--- config.mk ---
export PLATFORM = sky130hd
export DESIGN_NAME = bl_pwm
export DESIGN_NICKNAME = d
export VERILOG_FILES = /design/src/rtl/bl_pwm_pkg.sv /design/src/rtl/bl_pwm_regs.sv /design/src/rtl/bl_pwm_prescaler.sv /design/src/rtl/bl_pwm_core.sv /design/src/rtl/bl_pwm.sv
export SDC_FILE = /design/constraint.sdc
export NUM_CORES = 1
export LEC_CHECK = 0
export BUFFER_PORTS_ARGS = -buffer_cell sky130_fd_sc_hd__buf_2
export CAP_MARGIN = 20
export CORE_UTILIZATION = 47
export DETAILED_ROUTE_END_ITERATION = 8
export GPL_TIMING_DRIVEN = 0
export PLACE_DENSITY = 0.8
export REMOVE_ABC_BUFFERS = 1
export SETUP_SLACK_MARGIN = 0.4
export SYNTH_ARGS = -nofsm -noshare
export SYNTH_HDL_FRONTEND = slang
export SYNTH_HIERARCHICAL = 1
export SYNTH_SLANG_ARGS = --single-unit
--- constraint.sdc ---
create_clock -name clk -period 2.5 [get_ports clk]
set_input_delay 0.25 -clock clk [delete_from_list [all_inputs] [get_ports clk]]
set_output_delay 0.25 -clock clk [all_outputs]
set_load 0.005 [all_outputs]
--- src/rtl/bl_pwm_pkg.sv ---
package bl_pwm_pkg;
  localparam int ADDR_W  = 3;
  localparam int DATA_W  = 32;
  localparam int CNT_W   = 8;
  localparam int PS_W    = 3;
  localparam int PS_MAX  = 6;

  localparam logic [ADDR_W-1:0] A_GEN  = 3'd0;
  localparam logic [ADDR_W-1:0] A_CFG  = 3'd1;
  localparam logic [ADDR_W-1:0] A_ON   = 3'd2;
  localparam logic [ADDR_W-1:0] A_OFF  = 3'd3;
  localparam logic [ADDR_W-1:0] A_STAT = 3'd4;

  localparam int CV_LSB  = 8;
  localparam int POL_BIT = 4;
  localparam int PS_LSB  = 0;

  typedef enum logic [1:0] {
    ST_OFF   = 2'd0,
    ST_START = 2'd1,
    ST_RUN   = 2'd2,
    ST_STOP  = 2'd3
  } run_state_e;
endpackage

--- src/rtl/bl_pwm_regs.sv ---
module bl_pwm_regs
  import bl_pwm_pkg::*;
(
  input  logic              clk,
  input  logic              rst_n,
  input  logic              wr_en,
  input  logic [ADDR_W-1:0] wr_addr,
  input  logic [DATA_W-1:0] wr_data,
  input  logic [DATA_W-1:0] wr_mask,
  input  logic [ADDR_W-1:0] rd_addr,
  input  logic              status,
  output logic [DATA_W-1:0] rd_data,
  output logic              clk_sel,
  output logic [CNT_W-1:0]  cfg_cval,
  output logic              cfg_pol,
  output logic [PS_W-1:0]   cfg_ps,
  output logic              on_cmd,
  output logic              off_cmd
);
  logic [CNT_W-1:0] cv_m, cv_d, cv_new;
  logic [PS_W-1:0]  ps_m, ps_d, ps_new;
  logic             cfg_wr, gen_wr;

  assign cfg_wr = wr_en && (wr_addr == A_CFG);
  assign gen_wr = wr_en && (wr_addr == A_GEN);
  assign cv_m   = wr_mask[CV_LSB +: CNT_W];
  assign cv_d   = wr_data[CV_LSB +: CNT_W];
  assign ps_m   = wr_mask[PS_LSB +: PS_W];
  assign ps_d   = wr_data[PS_LSB +: PS_W];
  assign cv_new = (cfg_cval & ~cv_m) | (cv_d & cv_m);
  assign ps_new = (cfg_ps & ~ps_m) | (ps_d & ps_m);

  // command strobes: a 0 in bit 0 is a no-op
  assign on_cmd  = wr_en && (wr_addr == A_ON)  && wr_data[0];
  assign off_cmd = wr_en && (wr_addr == A_OFF) && wr_data[0];

  always_ff @(posedge clk) begin
    if (!rst_n) begin
      clk_sel  <= 1'b0;
      cfg_cval <= '0;
      cfg_pol  <= 1'b0;
      cfg_ps   <= '0;
    end else begin
      if (gen_wr && wr_mask[0]) clk_sel <= wr_data[0];
      if (cfg_wr) begin
        cfg_cval <= cv_new;
        if (wr_mask[POL_BIT]) cfg_pol <= wr_data[POL_BIT];
        if (int'(ps_new) <= PS_MAX) cfg_ps <= ps_new;
      end
    end
  end

  always_comb begin
    rd_data = '0;
    case (rd_addr)
      A_GEN:  rd_data[0] = clk_sel;
      A_CFG: begin
        rd_data[CV_LSB +: CNT_W] = cfg_cval;
        rd_data[POL_BIT]         = cfg_pol;
        rd_data[PS_LSB +: PS_W]  = cfg_ps;
      end
      A_STAT: rd_data[0] = status;
      default: rd_data = '0;
    endcase
  end
endmodule

--- src/rtl/bl_pwm_prescaler.sv ---
module bl_pwm_prescaler
  import bl_pwm_pkg::*;
(
  input  logic            clk,
  input  logic            rst_n,
  input  logic            run,
  input  logic            src_tick,
  input  logic [PS_W-1:0] ps_act,
  output logic            ptick
);
  logic [PS_MAX-1:0] div_cnt;
  logic [PS_MAX-1:0] lo_mask;

  assign lo_mask = ~({PS_MAX{1'b1}} << ps_act);
  assign ptick   = run && src_tick && ((div_cnt & lo_mask) == lo_mask);

  always_ff @(posedge clk) begin
    if (!rst_n || !run) div_cnt <= '0;
    else if (src_tick)  div_cnt <= div_cnt + 1'b1;
  end
endmodule

--- src/rtl/bl_pwm_core.sv ---
module bl_pwm_core
  import bl_pwm_pkg::*;
(
  input  logic             clk,
  input  logic             rst_n,
  input  logic             on_cmd,
  input  logic             off_cmd,
  input  logic             src_tick,
  input  logic             ptick,
  input  logic [CNT_W-1:0] cfg_cval,
  input  logic [PS_W-1:0]  cfg_ps,
  input  logic             cfg_pol,
  output logic             run,
  output logic [PS_W-1:0]  ps_act,
  output logic [CNT_W-1:0] cnt,
  output logic [CNT_W-1:0] cval_act,
  output run_state_e       state,
  output logic             status,
  output logic             pwm_out
);
  localparam int START_TICKS = 2;

  logic st_cnt;
  logic fire;
  logic wrap;
  logic active;

  assign run    = (state == ST_RUN) || (state == ST_STOP);
  assign status = run;
  assign fire   = (state == ST_START) && src_tick && (int'(st_cnt) == START_TICKS - 1) && !off_cmd;
  assign wrap   = run && ptick && (cnt == {CNT_W{1'b1}});
  assign active = run && (cnt < cval_act);
  assign pwm_out = cfg_pol ? active : !active;

  always_ff @(posedge clk) begin
    if (!rst_n) begin
      state  <= ST_OFF;
      st_cnt <= 1'b0;
    end else begin
      case (state)
        ST_OFF: if (on_cmd) begin
          state  <= ST_START;
          st_cnt <= 1'b0;
        end
        ST_START: begin
          if (off_cmd)       state <= ST_OFF;
          else if (fire)     state <= ST_RUN;
          else if (src_tick) st_cnt <= 1'b1;
        end
        ST_RUN:  if (off_cmd) state <= ST_STOP;
        ST_STOP: begin
          if (on_cmd)    state <= ST_RUN;
          else if (wrap) state <= ST_OFF;
        end
        default: state <= ST_OFF;
      endcase
    end
  end

  // counter and period-boundary shadow load
  always_ff @(posedge clk) begin
    if (!rst_n) begin
      cnt      <= '0;
      cval_act <= '0;
      ps_act   <= '0;
    end else begin
      if (!run)       cnt <= '0;
      else if (ptick) cnt <= cnt + 1'b1;
      if (fire || wrap) begin
        cval_act <= cfg_cval;
        ps_act   <= cfg_ps;
      end
    end
  end
endmodule

--- src/rtl/bl_pwm.sv ---
module bl_pwm
  import bl_pwm_pkg::*;
(
  input  logic        clk,
  input  logic        rst_n,
  input  logic        slow_tick,
  input  logic        wr_en,
  input  logic [2:0]  wr_addr,
  input  logic [31:0] wr_data,
  input  logic [31:0] wr_mask,
  input  logic [2:0]  rd_addr,
  output logic [31:0] rd_data,
  output logic        pwm_o
);
  logic             clk_sel, cfg_pol, on_cmd, off_cmd;
  logic [CNT_W-1:0] cfg_cval, cnt, cval_act;
  logic [PS_W-1:0]  cfg_ps, ps_act;
  logic             src_tick, ptick, run, status;
  run_state_e       state;

  assign src_tick = clk_sel ? 1'b1 : slow_tick;

  bl_pwm_regs u_regs (
    .clk(clk), .rst_n(rst_n), .wr_en(wr_en), .wr_addr(wr_addr),
    .wr_data(wr_data), .wr_mask(wr_mask), .rd_addr(rd_addr),
    .status(status), .rd_data(rd_data), .clk_sel(clk_sel),
    .cfg_cval(cfg_cval), .cfg_pol(cfg_pol), .cfg_ps(cfg_ps),
    .on_cmd(on_cmd), .off_cmd(off_cmd)
  );

  bl_pwm_prescaler u_pre (
    .clk(clk), .rst_n(rst_n), .run(run), .src_tick(src_tick),
    .ps_act(ps_act), .ptick(ptick)
  );

  bl_pwm_core u_core (
    .clk(clk), .rst_n(rst_n), .on_cmd(on_cmd), .off_cmd(off_cmd),
    .src_tick(src_tick), .ptick(ptick), .cfg_cval(cfg_cval),
    .cfg_ps(cfg_ps), .cfg_pol(cfg_pol), .run(run), .ps_act(ps_act),
    .cnt(cnt), .cval_act(cval_act), .state(state), .status(status),
    .pwm_out(pwm_o)
  );
endmodule

[Word level (Yosys, flattened, before mapping)]
Cells that the tools add are included.
Storage, ports and cells
  bits of input ports: 74
  register bits after elaboration: 41
  word-level logic and storage cells: 91
Cells by class
  bitwise logic cells: 10
  reduce and logical (&&, ||, !) cells: 31
  mux-type cells: 18
  add/sub/neg operators: 2
  magnitude comparators: 2
  shift-type cells: 1
  equality and inequality tests: 17
Operators by type and width (number)
  $and A8 B8 Y8: 2
  $logic_and A1 B1 Y1: 15
  $mux W2: 7
  $add A8 B1 Y8 const B: 1
  $eq A8 B8 Y1 const B: 1
  $lt A8 B8 Y1: 1
  $mux W8: 1
  $not A8 Y8: 1
  $or A8 B8 Y8: 1
  $pmux W2 S4: 1
  $mux W1: 7
  $add A6 B1 Y6 const B: 1
  $and A3 B3 Y3: 2
  $and A6 B6 Y6: 1
  $eq A3 B1 Y1 const B: 2
  $eq A3 B2 Y1 const B: 2
  $eq A6 B6 Y1: 1
  $logic_not A3 Y1: 2
  $ne A2 B2 Y1 const B: 3
  $not A6 Y6: 1
  $reduce_and A2 Y1: 3
  $shl A6 B3 Y6 const A: 1
  $reduce_and A5 Y1: 1
  $eq A2 B2 Y1 const B: 2
  other kinds (15): 21

[Depth between registers and ports, before layout]
  depth in word-level cells: 10
  mapped depth: 9
  depth with buffers taken out: 7

[Cells and area by module]
Netlist, hierarchy kept.
By module, submodules not included
  bl_pwm_core: seq. area each 440.4 um^2, cells each 138, area an instance 1202.4 um^2, times used 1
  bl_pwm_regs: seq. area each 260.2 um^2, cells each 105, area an instance 897.1 um^2, times used 1
  bl_pwm_prescaler: seq. area each 120.1 um^2, cells each 35, area an instance 304.0 um^2, times used 1
  bl_pwm: seq. area each 0.0 um^2, cells each 1, area an instance 6.3 um^2, times used 1

[Least setup slack after synthesis]
No wires, ideal clock.
  kind: reg2reg
  start point: reg u_pre.div_cnt[2]
  end point: reg u_core.cval_act[0]
  stages on the path, launching flop included: 9
  arrival: 2.129 ns
  path buffers: 1
  required time: 2.428 ns
  library setup time: 0.072 ns
  period minus slack after synthesis: 2.201 ns
  setup slack: 0.299 ns
  cell sequence: dfxtp_1 > nand2_1 > o31a_1 > a221oi_1 > and3_4 > nand3_2 > o21ai_2 > buf_6 > mux2i_1
Between the ends
  word-level cells in the longest chain between the ends: 6
Ends and longest elaborated chain
  from (decl): RTL line bl_pwm_prescaler.sv:11  | logic [PS_MAX-1:0] div_cnt;
  from (signal assigned): RTL line bl_pwm_prescaler.sv:19  | else if (src_tick) div_cnt <= div_cnt + 1'b1;
  $and A6 B6 Y6: RTL line bl_pwm_prescaler.sv:15  | assign ptick = run && src_tick && ((div_cnt & lo_mask) == lo_mask);
  $eq A6 B6 Y1: RTL line bl_pwm_prescaler.sv:15
  $logic_and A1 B1 Y1: RTL line bl_pwm_prescaler.sv:15
  named net ptick: RTL line bl_pwm.sv:18  | logic src_tick, ptick, run, status;
  $logic_and A1 B1 Y1 (2 in a row): RTL line bl_pwm_core.sv:31  | assign wrap = run && ptick && (cnt == {CNT_W{1'b1}});
  $logic_or A1 B1 Y1: RTL line bl_pwm_core.sv:69  | if (fire || wrap) begin
  to (signal assigned): RTL line bl_pwm_core.sv:70  | cval_act <= cfg_cval;
  to (decl): RTL line bl_pwm_core.sv:16  | output logic [CNT_W-1:0] cval_act,
The timed path passes the listed nets, and every way through them passes these cells.
A chain may end at the register's enable or synchronous reset.

[Worst setup path after layout]
  start point: reg u_core.cnt[7]
  end point: out pwm_o
Between the ends
  word-level cells in the longest chain between the ends: 4
Ends and longest elaborated chain
  from (decl): RTL line bl_pwm_core.sv:15  | output logic [CNT_W-1:0] cnt,
  from (signal assigned): RTL line bl_pwm_core.sv:68  | else if (ptick) cnt <= cnt + 1'b1;
  $lt A8 B8 Y1 *: RTL line bl_pwm_core.sv:32  | assign active = run && (cnt < cval_act);
  $logic_and A1 B1 Y1 *: RTL line bl_pwm_core.sv:32
  $logic_not A1 Y1: RTL line bl_pwm_core.sv:33  | assign pwm_out = cfg_pol ? active : !active;
  $mux W1 *: RTL line bl_pwm_core.sv:33
  to (decl): RTL line bl_pwm.sv:13  | output logic pwm_o
Every way passes the cells marked *; elsewhere a longest branch is shown, timed or not.

==> impl_metrics.yaml <==
outcome:
  status: "completed"
detailed_routing:
  drt_iter0_markers: 65
  drcViolationCount: 0
  detailroute.via_count: 2085
  wl_final_um: 5230
  detail-route-antenna-nets: 0
  detail_route.first_pass.iterations: 4
  avgRoutedWirePerCell_um: 13.2
  via_per_inst: 5.25
yosys:
  yosysSeqAreaShare_pct: 34.1
  synth-simple-area-share_pct: 22.3
  ys_ff_latch: 41
  netlist_instances: 279
  synth-xor-area-share_pct: 3.63
  synth_top_family_by_area: "simple AND/OR/NAND/NOR gates"
  post_synthesis_compound_gate_area_fraction_pct: 15.0
  synthesis.area_mm2: 0.00241
  yosysUniqueCellTypes: 48
  synth_top_flop_cell: "sky130_fd_sc_hd__dfxtp_1"
  postSynthAreaPerCell_um2: 8.64
  synth.yosys.warnings: 6
  synth_fa_ha_area_share_pct: 4.67
  ys_async_sr_fraction_pct: 0
  synth_enable_flop_cells: 0
  muxShareOfSynthArea_pct: 7.94
timing:
  final_worst_clock_skew_ps: 7.62
  max_slew_margin_pct: 46.5
  fmax_mhz: 474
  slew_violations: 0
  timing.final.crit_period_ps: 2110
  report.final.hold_viol_count: 0
  rsz0062_at_grt: "yes"
  layout_worst_path_cycle_share_pct: 84.4
  worst_slack_ps: 391
  setup_viol_count_final: 0
  worstMarginPinSlew_ps: 803
layout:
  final_net_count: 412
  utilization_pct: 59.5
  insertedDiodeCount: 0
  n_fill_cell: 383
  fin_cells: 397
  drive_gt1_share_pct: 28.2
  area_delta_synth_final_pct: 18.9
  layout.cells.most_common: "sky130_fd_sc_hd__nand2_1"
  mostFrequentLayoutCells: "50 x sky130_fd_sc_hd__nand2_1, 46 x sky130_fd_sc_hd__buf_2, 31 x sky130_fd_sc_hd__dfxtp_1"
power:
  total_power_uw: 1280
  irDropWorstVdd_v: 0.000334
  power.static_leakage_uw: 0.00124
  power_per_cell_area_mw_per_mm2: 448
placement:
  dpl.hpwl_um: 3220
  number_of_instances_in_the_placed_design: 378
  globalplace.congestion: 0.843
  placement.io_buffers: 46
  dp_worst_setup_slack_ps: -358
critical_path:
  timing.critical_path.to_type: "primary output"
  critical_path_class: "flip-flop to primary output"
  required_ps: 2250
  cp_max_fo: 4
  worst_ep_arrival_time_ps: 1860
  worst_setup_path_start_kind: "flip-flop"
clock_tree:
  cts_root_buffer: "sky130_fd_sc_hd__clkbuf_8"
  cts_tree: "built"
  max-clock-path-buffers: 2
  holdBufCountCts: 0
  cts_sinks: 41
  number_of_buffers_inserted_during_clock_tree_synthesis: 5
  h-tree-depth: 2
  clkSlewWorstSetupHoldPaths_ps: 80
  clock_latency_ps: 290
floorplanning:
  floorplan.initialDensity_pct: 50.0
  num_io_pins: 107
  die-width_um: 73.6
  row_count: 25
  dieArea_mm2: 0.00542
  fp.coreArea_mm2: 0.00482
  die-height_um: 73.6
min_path:
  hp-class: "input port to flip-flop"
global_routing:
  global_route.usage.total_pct: 19.2
  first_global_vias: 1932
  maximum_number_of_pins_on_one_net_before_global_route_repair: 51
  grt_antenna_before_repair: 0
  gr-total-overflow: 0
  grt_first_pass_wirelength_um: 8040
flow_run:
  cap_violations: 0
[logic make-up (layout without fill, tap and decap cells)]
logic type | Yosys count | in the layout
and+or+nand+nor | 108 | 108
AOI/OAI and AO/OA | 48 | 48
buffers and inverters | 43 | 75
DFF | 41 | 41
muxes | 19 | 19
xor gates and xnor gates | 10 | 10
adders and majority gates | 9 | 9
other | 1 | 20
[metal layers]
layer  part of all wire (%)  wire length (um)  vias up  track usage [%]
met3                    4.2               221       12             4.25
met4                    2.6               138        0             9.83
met1                     44              2280      963             22.3
met2                     50              2590       76             32.9
li1                       -                 -     1034                -
met5                      0                 0        -                0
[through the flow]
step,hold WS (ps),area [um^2],setup TNS [ps]
floorplan,392,2220,0
global placement,442,2540,-3290
detailed placement,450,2540,-3770
CTS,184,2790,0
global route,174,2870,0
finish,190,2870,0
[where the power goes]
group	switching (uW)	internal [uW]	leakage [uW]	total, uW
Clock	221	326	0.0000585	546
Combinational	47.9	33.9	0.000845	81.8
Sequential	3.19	653	0.000336	656
Total	272	1010	0.00124	1280
[critical path, cell delays in order, from the launching register on]
cell and delay (ps):
sky130_fd_sc_hd__dfxtp_4 360, sky130_fd_sc_hd__ha_4 250, sky130_fd_sc_hd__a211oi_2 210, sky130_fd_sc_hd__mux2_4 330
sky130_fd_sc_hd__nor4b_4 250, sky130_fd_sc_hd__buf_2 160
[final cells by class]
type / instances / area, um^2 / area share (%)
clock buffers: 7 / 86.3 / 3.01
well taps: 67 / 83.8 / 2.93
flip-flops and latches: 41 / 841 / 29.3
clock inverters: 1 / 30.0 / 1.05
multi-input cells: 214 / 1460 / 51.0
repair buffers: 57 / 325 / 11.4
inverters: 10 / 37.5 / 1.31
[synth_stat cells, types with 3 or more instances]
master	n	area share (%)
sky130_fd_sc_hd__nand2_1	50	7.8
sky130_fd_sc_hd__dfxtp_1	41	34
sky130_fd_sc_hd__buf_4	22	6.9
sky130_fd_sc_hd__mux2i_1	18	7.5
sky130_fd_sc_hd__nor2_1	16	2.5
sky130_fd_sc_hd__a21oi_1	15	3.1
sky130_fd_sc_hd__and2_1	11	2.9
sky130_fd_sc_hd__inv_1	10	1.6
sky130_fd_sc_hd__a41o_1	9	3.7
sky130_fd_sc_hd__ha_1	9	4.7
sky130_fd_sc_hd__xor2_1	7	2.5
sky130_fd_sc_hd__nand4_1	5	1.3
sky130_fd_sc_hd__o21ai_0	5	1.0
sky130_fd_sc_hd__buf_6	4	1.9
sky130_fd_sc_hd__clkbuf_1	4	0.62
sky130_fd_sc_hd__nand2b_1	3	0.78
sky130_fd_sc_hd__nor3_1	3	0.62
sky130_fd_sc_hd__nor3b_1	3	0.93
sky130_fd_sc_hd__o211a_1	3	1.2
sky130_fd_sc_hd__o221a_1	3	1.4
sky130_fd_sc_hd__xnor2_1	3	1.1
[timing repair]
action                     CTS  global route
setup buffers                5             5
pin swaps                    4             5
setup endpoints to repair   19            13
hold endpoints to repair     0             0
gates resized for setup     20            10
[final timing paths]
kind	startpoint	slack, ps	cells after the start	endpoint
max	u_core/cnt[7]	390	5	pwm_o
min	wr_data[10]	190	2	flip-flop
max reg2reg	u_pre/div_cnt[2]	480	8	u_core/ps_act[1]
min reg2reg	u_core/cval_act[5]	460	2	u_core/cval_act[5]
Power figures use the tool's default switching activity.
